--- src/rtl/addr_dec_pkg.sv ---
package addr_dec_pkg;
  localparam int unsigned PA_W = 32;

  typedef enum logic [1:0] {
    RGN_NONE = 2'd0,
    RGN_SRAM = 2'd1,
    RGN_EXT  = 2'd2,
    RGN_PERI = 2'd3
  } region_e;

  localparam logic [1:0] SZ_WORD = 2'd2;

  // Clears the byte-lane bits so a narrow access becomes a word access.
  function automatic logic [PA_W-1:0] word_align(input logic [PA_W-1:0] a);
    return {a[PA_W-1:2], 2'b00};
  endfunction
endpackage

--- src/rtl/remap_latch.sv ---
module remap_latch (
  input  logic clk,
  input  logic rst_n,
  input  logic wr,
  input  logic wbit,
  output logic set_evt,
  output logic remapped
);
  assign set_evt = wr & wbit;

  always_ff @(posedge clk or negedge rst_n) begin
    if (!rst_n)       remapped <= 1'b0;
    else if (set_evt) remapped <= 1'b1;
  end
endmodule

--- src/rtl/region_classify.sv ---
module region_classify #(
  parameter int WIN_BITS = 22,
  localparam int HI_W = 32 - WIN_BITS
) (
  input  logic [HI_W-1:0] addr_hi,
  output logic            is_low,
  output logic            is_per,
  output logic            is_ext
);
  assign is_low = (addr_hi == '0);
  assign is_per = (addr_hi == '1);
  assign is_ext = ~is_low & ~is_per;
endmodule

--- src/rtl/bank_table.sv ---
module bank_table #(
  parameter int N_CS = 8,
  parameter int BANK_BITS = 20,
  localparam int CS_W = (N_CS > 1) ? $clog2(N_CS) : 1,
  localparam int BASE_W = 32 - BANK_BITS
) (
  input  logic              clk,
  input  logic              rst_n,
  input  logic              cfg_wr,
  input  logic [CS_W-1:0]   cfg_idx,
  input  logic [BASE_W-1:0] cfg_base,
  input  logic              cfg_en,
  input  logic [BASE_W-1:0] look_hi,
  input  logic              allow_all,
  output logic              hit,
  output logic [CS_W-1:0]   hit_idx
);
  logic [N_CS-1:0] match;

  for (genvar i = 0; i < N_CS; i++) begin : g_bank
    logic [BASE_W-1:0] base_q;
    logic              en_q;
    logic              eligible;

    always_ff @(posedge clk or negedge rst_n) begin
      if (!rst_n) begin
        base_q <= '0;
        en_q   <= 1'b0;
      end else if (cfg_wr && (cfg_idx == CS_W'(i))) begin
        base_q <= cfg_base;
        en_q   <= cfg_en;
      end
    end

    if (i == 0) begin : g_boot
      assign eligible = 1'b1;
    end else begin : g_gated
      assign eligible = allow_all;
    end

    assign match[i] = en_q & eligible & (look_hi == base_q);
  end

  // Lowest index wins: walk down so the last assignment is the smallest hit.
  always_comb begin
    hit     = 1'b0;
    hit_idx = '0;
    for (int i = N_CS - 1; i >= 0; i--) begin
      if (match[i]) begin
        hit     = 1'b1;
        hit_idx = CS_W'(i);
      end
    end
  end
endmodule

--- src/rtl/addr_remap_dec.sv ---
module addr_remap_dec
  import addr_dec_pkg::*;
#(
  parameter int N_CS = 8,
  parameter int BANK_BITS = 20,
  parameter int WIN_BITS = 22,
  localparam int CS_W = (N_CS > 1) ? $clog2(N_CS) : 1,
  localparam int BASE_W = 32 - BANK_BITS
) (
  input  logic              clk,
  input  logic              rst_n,
  input  logic              remap_wr,
  input  logic              remap_wbit,
  input  logic              bank_wr,
  input  logic [CS_W-1:0]   bank_idx,
  input  logic [BASE_W-1:0] bank_base,
  input  logic              bank_en,
  input  logic              acc_valid,
  input  logic [31:0]       acc_addr,
  input  logic [1:0]        acc_size,
  output logic [1:0]        dec_region,
  output logic [CS_W-1:0]   dec_cs,
  output logic              dec_abort,
  output logic [31:0]       dec_addr,
  output logic [1:0]        dec_size,
  output logic              remapped
);
  logic            remap_set_evt;
  logic            is_low, is_per, is_ext;
  logic            bank_hit;
  logic [CS_W-1:0] bank_hit_idx;
  region_e         rgn;

  remap_latch u_latch (
    .clk(clk), .rst_n(rst_n), .wr(remap_wr), .wbit(remap_wbit),
    .set_evt(remap_set_evt), .remapped(remapped)
  );

  region_classify #(.WIN_BITS(WIN_BITS)) u_cls (
    .addr_hi(acc_addr[31:WIN_BITS]),
    .is_low(is_low), .is_per(is_per), .is_ext(is_ext)
  );

  bank_table #(.N_CS(N_CS), .BANK_BITS(BANK_BITS)) u_banks (
    .clk(clk), .rst_n(rst_n),
    .cfg_wr(bank_wr), .cfg_idx(bank_idx), .cfg_base(bank_base), .cfg_en(bank_en),
    .look_hi(acc_addr[31:BANK_BITS]), .allow_all(remapped),
    .hit(bank_hit), .hit_idx(bank_hit_idx)
  );

  always_comb begin
    rgn       = RGN_NONE;
    dec_cs    = '0;
    dec_abort = 1'b0;
    dec_addr  = acc_addr;
    dec_size  = acc_size;
    if (acc_valid) begin
      if (is_per) begin
        rgn      = RGN_PERI;
        dec_addr = word_align(acc_addr);
        dec_size = SZ_WORD;
      end else if (is_low) begin
        rgn = remapped ? RGN_SRAM : RGN_EXT;
      end else if (is_ext && bank_hit) begin
        rgn    = RGN_EXT;
        dec_cs = bank_hit_idx;
      end else begin
        dec_abort = 1'b1;
      end
    end
  end

  assign dec_region = rgn;
endmodule

--- config.mk ---
export PLATFORM = sky130hd
export DESIGN_NAME = addr_remap_dec
export DESIGN_NICKNAME = d
export VERILOG_FILES = /design/src/rtl/addr_dec_pkg.sv /design/src/rtl/remap_latch.sv /design/src/rtl/region_classify.sv /design/src/rtl/bank_table.sv /design/src/rtl/addr_remap_dec.sv
export SDC_FILE = /design/constraint.sdc
export NUM_CORES = 1
export LEC_CHECK = 0
export BUFFER_PORTS_ARGS = -buffer_cell sky130_fd_sc_hd__buf_2
export CAP_MARGIN = 20
export CORE_MARGIN = 3
export CORE_UTILIZATION = 45
export DETAILED_ROUTE_END_ITERATION = 16
export MAX_ROUTING_LAYER = met4
export PLACE_DENSITY = 0.66
export SLEW_MARGIN = 20
export SYNTH_ARGS = -nofsm -noshare
export SYNTH_HDL_FRONTEND = slang
export SYNTH_SLANG_ARGS = --single-unit
--- constraint.sdc ---
create_clock -name clk -period 4.28 [get_ports clk]
set_clock_uncertainty 0.15 [all_clocks]
set_input_delay 0.856 -clock clk [delete_from_list [all_inputs] [get_ports clk]]
set_output_delay 0.856 -clock clk [all_outputs]
set_load 0.01 [all_outputs]
==> metrics.md, run 1 <==
| Metric | Value |
|---|---|
| Most numerous cell in the Yosys netlist | `dfrtp_1` |
| Tmin final | `3850 ps` |
| Main combinational cell family by area after synthesis | `multiplexers` |
| Syn Nets | `about 500` |
| Num ports | `97` |
| Top cells by count, synth | `105 x dfrtp_1, 104 x mux2_2, 92 x xnor2_1` |
| CP Capture Type | `output pin` |
| HP Start | `u_banks.g_bank[6].en_q$_DFFE_PN0P_` |
| Layout net count | `526` |
| Mux share of post-synthesis cell area | `0.210` |
| Lkg Pwr | `2.47 nW` |
| Status | `finished, final reports clean` |
| # hold bufs at CTS | `0` |
| Total core area | `12100 um2` |
| Detail Route Antenna Nets | `0` |
| Critical path launch point type | `input pin` |
| Simple-Gate Fraction of Synth Area | `0.0881` |
| Number of flops mapped to enable cells by yosys | `0` |
| Gpl congestion | `0.904` |
| Routed wire length | `13400 um` |
| Yosys warns | `0` |
| Final TNS setup | `0 ps` |
| Register-to-Register Setup Slack | `~3300 ps` |
| Synth Flop Type | `dfrtp_1` |
| Avg Synthesized Cell Area | `12.6 um2` |
| Setup WS post-layout | `429 ps` |
| Root Driver | `clkbuf_16` |
| Drt pass-1 iters | `4` |
| Routed vias/inst | `5.34` |
| Die Footprint | `between 10000 and 15000 um2` |
| Die Y | `117 um` |
| # port buffers | `60` |
| Number of buffers created by CTS | `9` |
| Register area share after synthesis | `0.472` |
| Worst hold path class | `register to register` |
| Unique masters post-synth | `29` |
| Die Wd | `about 120 um` |
| Area share of the largest cell type after synthesis | `0.472` |
| RR Startpoint | `u_latch.remapped$_DFFE_PN0P_` |
| Async set or reset register ratio after synthesis | `1.00` |
| Vias | `between 3000 and 4000` |
| Clock sinks | `105` |
| Synth area leader | `dfrtp_1` |
| WL/cell | `20.9 um` |
| First-pass GRT wire length | `20900 um` |
| Antenna diode count | `0` |
| # fillers | `between 1000 and 1500` |
| DP Worst Slack | `between 300 and 400 ps` |
| MaxCap Viol Count | `0` |
| Cell area power density | `466 nW/um2` |
| Global-route usage over all layers | `0.216` |
| Max Fclk | `around 0.26 GHz` |
| Hold path cells | `1` |
| RSZ-0062 raised after global routing | `false` |
| Count of pins over their slew limit | `0` |
| Layout cells sized above 1 | `0.417` |
| Drt drc | `0` |
| Initial core utilization | `0.462` |
| Layout area overhead | `8.94%` |
| Post-DP HPWL | `between 9000 and 10000 um` |
| WS Path Type | `input pin to output pin` |
| Clk Latency, worst-skew pair | `350 ps` |
| Worst VDD drop | `0.293 mV` |
| Final setup viols | `0` |
| Crit path max fanout | `9` |
| XOR/XNOR share of the synthesized area | `0.151` |
| Worst slew margin | `0.400` |
| Final Hold Viols | `0` |
| Worst slew pin tran | `896 ps` |
| Post-synthesis compound-gate area fraction | `0.00809` |
| Initial antenna violation count | `0` |
| Syn Std Cell Area | `5570 um2` |
| Critical path arrival | `2840 ps` |
| DR iter-0 viols | `156` |
| FF-to-FF path depth | `1` |
| Number of global-route vias before repair | `3453` |
| Tcrit/Tclk final | `0.900` |
| Worst R2R End | `u_latch.remapped$_DFFE_PN0P_` |
| Gr ovfl total | `0` |
| Syn Inst Count | `about 440` |
| Clk slew on worst S/H paths | `about 70 ps` |
| Largest net degree at the start of global routing | `66` |
| Post-synthesis register bit count | `105` |
| Synth area leaders | `dfrtp_1 47%, mux2_2 21%, xnor2_1 14%, buf_4 4.2%, buf_6 2.2%` |
| CTS max path bufs | `2` |
| Post-Synth Adder-Cell Area | `0` |
| Required time worst endpoint | `3270 ps` |
| Post-cts resize count | `0` |
| Count of standard-cell rows | `40` |
| Hold Crit Endpoint | `u_banks.g_bank[6].en_q$_DFFE_PN0P_` |
| CTS HTree Levels | `3` |
| Setup Buffers After CTS | `0` |
| CTS tree | `done` |
worst max path at each step:
| stage | start | to | slack [ps] | depth (start not counted) |
|---|---|---|---|---|
| CTS | acc_addr[21] | dec_cs[0] | 380 | 9 |
| detailed placement | acc_addr[21] | dec_cs[0] | 380 | 9 |
| global placement | acc_addr[21] | dec_cs[0] | 350 | 9 |
| floorplan | acc_addr[26] | dec_cs[0] | 960 | 8 |
| finish | acc_addr[21] | dec_cs[0] | 430 | 9 |
| global route | acc_addr[21] | dec_cs[0] | 350 | 9 |
worst max-delay path, cell delays in order:
cell     delay [ps]
buf_2           190
xnor2_1         300
nand4_1         240
or4_4           580
nand4_1         130
nor4_1           80
o31ai_1         190
and2_1          150
buf_2           120
per-stage QoR:
| stage | hold WS, ps | util | instance area [um2] | instances | total power, mW |
|---|---|---|---|---|---|
| 3_5_place_dp | 344 | 0.478 | 5760 | 627 | 2.01 |
| 4_1_cts | 361 | 0.503 | 6070 | 643 | 2.85 |
| 3_3_place_gp | 340 | 0.478 | 5760 | 627 | 1.98 |
| 2_1_floorplan | 330 | - | 5570 | 443 | 1.83 |
| 5_1_grt | 367 | 0.503 | 6070 | 643 | 2.98 |
| 6_report | 363 | 0.503 | 6070 | 643 | 2.83 |
layout by cell type (no fill, tap or decap), types with 2 or more instances in the layout:
| cell | instances |
|---|---|
| dfrtp_1 | 105 |
| mux2_2 | 104 |
| xnor2_1 | 92 |
| buf_2 | 59 |
| nand4_1 | 19 |
| nand3_1 | 17 |
| nand2_1 | 9 |
| clkbuf_16 | 9 |
| buf_4 | 8 |
| nor2_1 | 5 |
| nor4_1 | 4 |
| or4_1 | 4 |
| xor2_1 | 4 |
| nor2b_1 | 4 |
| or4_4 | 3 |
| a21oi_1 | 3 |
| nand4b_1 | 3 |
| clkinv_2 | 3 |
| nor3_1 | 2 |
| and2_1 | 2 |
| nor3b_2 | 2 |
| nor3_2 | 2 |
| clkbuf_8 | 2 |
kinds of logic (layout without fill, tap and decap cells):
kind of cell / Yosys count / in the layout
multiplexers: 104 / 104
AND/OR/NAND/NOR: 80 / 80
XOR/XNOR: 96 / 96
AO/OA/AOI/OAI: 7 / 7
buffers and inverters: 51 / 83
flip-flops: 105 / 105
power by group:
group          switching [mW]  internal (mW)
logic                   0.271          0.353
clock network           0.364          0.484
registers               0.146           1.21
total                   0.781           2.05
metal layers:
metal | share of wire | up-vias | global-route usage
li1 | - | 1564 | -
met4 | 0.016 | 0 | 0.0757
met2 | 0.48 | 85 | 0.322
met5 | 0 | - | -
met3 | 0.040 | 17 | 0.0303
met1 | 0.47 | 1768 | 0.304
state kept, by name, indices dropped and copies added (netlist names):
register and flops:
u_latch.remapped 1, u_banks.g_bank.base_q 96, u_banks.g_bank.en_q 8
cell type report:
class                           count  area (um2)  share of cell area
Clock buffer                       11         253              0.0417
Clock inverter                      5        53.8             0.00887
Multi-Input combinational cell    287        2570               0.423
Sequential cell                   105        2630               0.433
Tap cell                          168         210              0.0346
Timing Repair Buffer               67         355              0.0586
(Power assumes the default switching activity.)
==> run 2, diff against run 1 <==
--- a/config.mk
+++ b/config.mk
@@ -5,7 +5,7 @@
 export SDC_FILE = /design/constraint.sdc
 export NUM_CORES = 1
 export LEC_CHECK = 0
-export BUFFER_PORTS_ARGS = -buffer_cell sky130_fd_sc_hd__buf_2
+export BUFFER_PORTS_ARGS = -buffer_cell sky130_fd_sc_hd__buf_4
 export CAP_MARGIN = 20
 export CORE_MARGIN = 3
 export CORE_UTILIZATION = 45
==> run 2 against run 1 <==
  * Worst setup slack improved by 93 ps
  * Fmax rose by 2.5%
  * First-iteration DRC count fell by 25%
  * Register-to-register slack barely moved
  * Worst hold slack got worse by 3.7 ps
  * Critical path depth did not move
  * Die area did not move
  * Sequential power barely moved
  * Flip-flop and latch count did not move
  * Critical endpoint unchanged
  * Largest cell class unchanged
==> metrics.md, run 2 (synthesized netlist as in run 1, its figures left out) <==
| Metric | Value |
|---|---|
| Initial antenna violation count | `0 (unchanged)` |
| # hold bufs at CTS | `0 (unchanged)` |
| WS Path Type | `input pin to output pin` |
| Status | `finished, final reports clean` |
| Crit-path cells | `buf_4 > xnor2_1 > nand4_1 > or4_4 > nand4_1 > nor4_1 > o31ai_1 > and2_1 > buf_4` |
| Lkg Pwr | `2.51 nW (+1.9%)` |
| Drt drc | `0 (unchanged)` |
| Setup Buffers After CTS | `0 (unchanged)` |
| Hold path cells | `1 (unchanged)` |
| Clock sinks | `105 (unchanged)` |
| RSZ-0062 raised after global routing | `false` |
| Commonest non-fill, non-tap cell in the layout | `dfrtp_1` |
| CP top delay family | `simple AND/OR/NAND/NOR gates` |
| Number of buffers created by CTS | `9 (unchanged)` |
| Crit path depth | `9 (unchanged)` |
| CTS max path bufs | `2 (unchanged)` |
| Worst VDD drop | `0.296 mV (+0.94%)` |
| Routed wire length | `13300 um (-0.71%)` |
| Top register by number of flip-flops | `u_banks.g_bank.base_q` |
| Max reg flops | `96 (unchanged)` |
| Die Y | `117 um (unchanged)` |
| Crit-path max cell delay | `570 ps (about the same)` |
| CP max-delay cell | `or4_4` |
| # port buffers | `60 (unchanged)` |
| # fillers | `1072 (-4.3%)` |
| CP Capture Type | `output pin` |
| Die Wd | `117 um (unchanged)` |
| Critical path launch point type | `input pin` |
| Largest net degree at the start of global routing | `81 (+23%)` |
| Number of global-route vias before repair | `3512 (+1.7%)` |
| Post-DP HPWL | `9520 um (-0.31%)` |
| Critical path arrival | `2750 ps (-90 ps)` |
| DR iter-0 viols | `117 (-25%)` |
| Worst hold path class | `register to register` |
| Layout cells sized above 1 | `0.413 (-0.00421)` |
| Root Driver | `clkbuf_16` |
| Total core area | `12100 um2 (unchanged)` |
| Required time worst endpoint | `3270 ps (about the same)` |
| Worst R2R End | `u_latch.remapped$_DFFE_PN0P_` |
| Commonest non-fill, non-tap cells in the layout | `105 x dfrtp_1, 104 x mux2_2, 92 x xnor2_1` |
| Register-to-Register Setup Slack | `3280 ps (about the same)` |
| Hold Crit Endpoint | `u_banks.g_bank[7].en_q$_DFFE_PN0P_` |
| Clk Latency, worst-skew pair | `340 ps (about the same)` |
| Worst slew margin | `0.395 (-0.00503)` |
| Num ports | `97 (unchanged)` |
| Post-cts resize count | `0 (unchanged)` |
| Drt pass-1 iters | `4 (unchanged)` |
| Final Hold Viols | `0 (unchanged)` |
| Global-route usage over all layers | `0.211 (-0.00571)` |
| Final setup viols | `0 (unchanged)` |
| Gpl congestion | `0.843 (-6.8%)` |
| Crit path max fanout | `9 (unchanged)` |
| HP Start | `u_banks.g_bank[7].en_q$_DFFE_PN0P_` |
| Initial core utilization | `0.462 (unchanged)` |
| Clk slew on worst S/H paths | `60 ps (about the same)` |
| Detail Route Antenna Nets | `0 (unchanged)` |
| Count of standard-cell rows | `40 (unchanged)` |
| Worst slew pin tran | `905 ps (+9.59 ps)` |
| Die Footprint | `13700 um2 (unchanged)` |
| CTS tree | `done` |
| Vias | `3429 (-0.15%)` |
| Max Fclk | `0.266 GHz (+2.5%)` |
| Final Total Pwr | `2.85 mW (+0.73%)` |
| Cell area power density | `458 nW/um2 (-1.8%)` |
| Routed vias/inst | `5.33 (-0.15%)` |
| WP buf/inv | `2 (unchanged)` |
| Layout net count | `526 (unchanged)` |
| MaxCap Viol Count | `0 (unchanged)` |
| Biggest regs | `u_banks.g_bank.base_q x96, u_banks.g_bank.en_q x8, u_latch.remapped x1` |
| RR Startpoint | `u_latch.remapped$_DFFE_PN0P_` |
| CTS HTree Levels | `3 (unchanged)` |
| WL/cell | `20.7 um (-0.71%)` |
| Layout area overhead | `11.7%` |
| Tmin final | `3760 ps (-93.1 ps)` |
| Final TNS setup | `0 ps (unchanged)` |
| FF-to-FF path depth | `1 (unchanged)` |
| Antenna diode count | `0 (unchanged)` |
| Gr ovfl total | `0 (unchanged)` |
| Tcrit/Tclk final | `0.878 (-0.0218)` |
| First-pass GRT wire length | `20400 um (-2.4%)` |
| Count of pins over their slew limit | `0 (unchanged)` |
run 2: changes by cell type in the layout (fill, tap and decap cells not counted), sizes merged:
cell / before / now
clkbuf: 11 / 14
clkinv: 4 / 1
run 2: through the flow:
stage / cell area [um2] / hold WS [ps] / std cells / setup WS (ps) / utilization
final: 6220 / 359 / 643 / 523 / 0.516
after global placement: 5910 / 339 / 627 / 513 / 0.490
after global routing: 6220 / 371 / 643 / 348 / 0.516
after floorplan: 5570 / 330 / 443 / 959 / -
after CTS: 6220 / 359 / 643 / 526 / 0.515
after detailed placement: 5910 / 344 / 627 / 526 / 0.490
run 2: worst max path at each step:
| stage | startpoint | end | slack (ps) |
|---|---|---|---|
| final | acc_addr[21] | dec_cs[0] | 520 |
| after global routing | acc_addr[21] | dec_cs[0] | 350 |
| after CTS | acc_addr[21] | dec_cs[0] | 530 |
| after detailed placement | acc_addr[21] | dec_cs[0] | 530 |
| after global placement | acc_addr[21] | dec_cs[0] | 510 |
| after floorplan | acc_addr[26] | dec_cs[0] | 960 |
run 2: area by class of cell:
type / count / area, um2 / area share
Clock inverter: 2 / 35.0 / 0.00563
Timing Repair Buffer: 67 / 507 / 0.0815
Clock buffer: 14 / 274 / 0.0440
Multi-Input combinational cell: 287 / 2570 / 0.413
Tap cell: 168 / 210 / 0.0338
Sequential cell: 105 / 2630 / 0.422
run 2: routing by layer:
metal	global-route usage	part of all wire
met1	0.281	0.46
met2	0.336	0.49
met3	0.0324	0.034
met4	0.0596	0.012
met5	-	0
run 2: report_power, final:
group          internal, mW  switching (mW)  total, mW
clock network         0.501           0.351      0.852
logic                 0.368           0.268      0.636
registers              1.21           0.150       1.36
total                  2.08           0.769       2.85
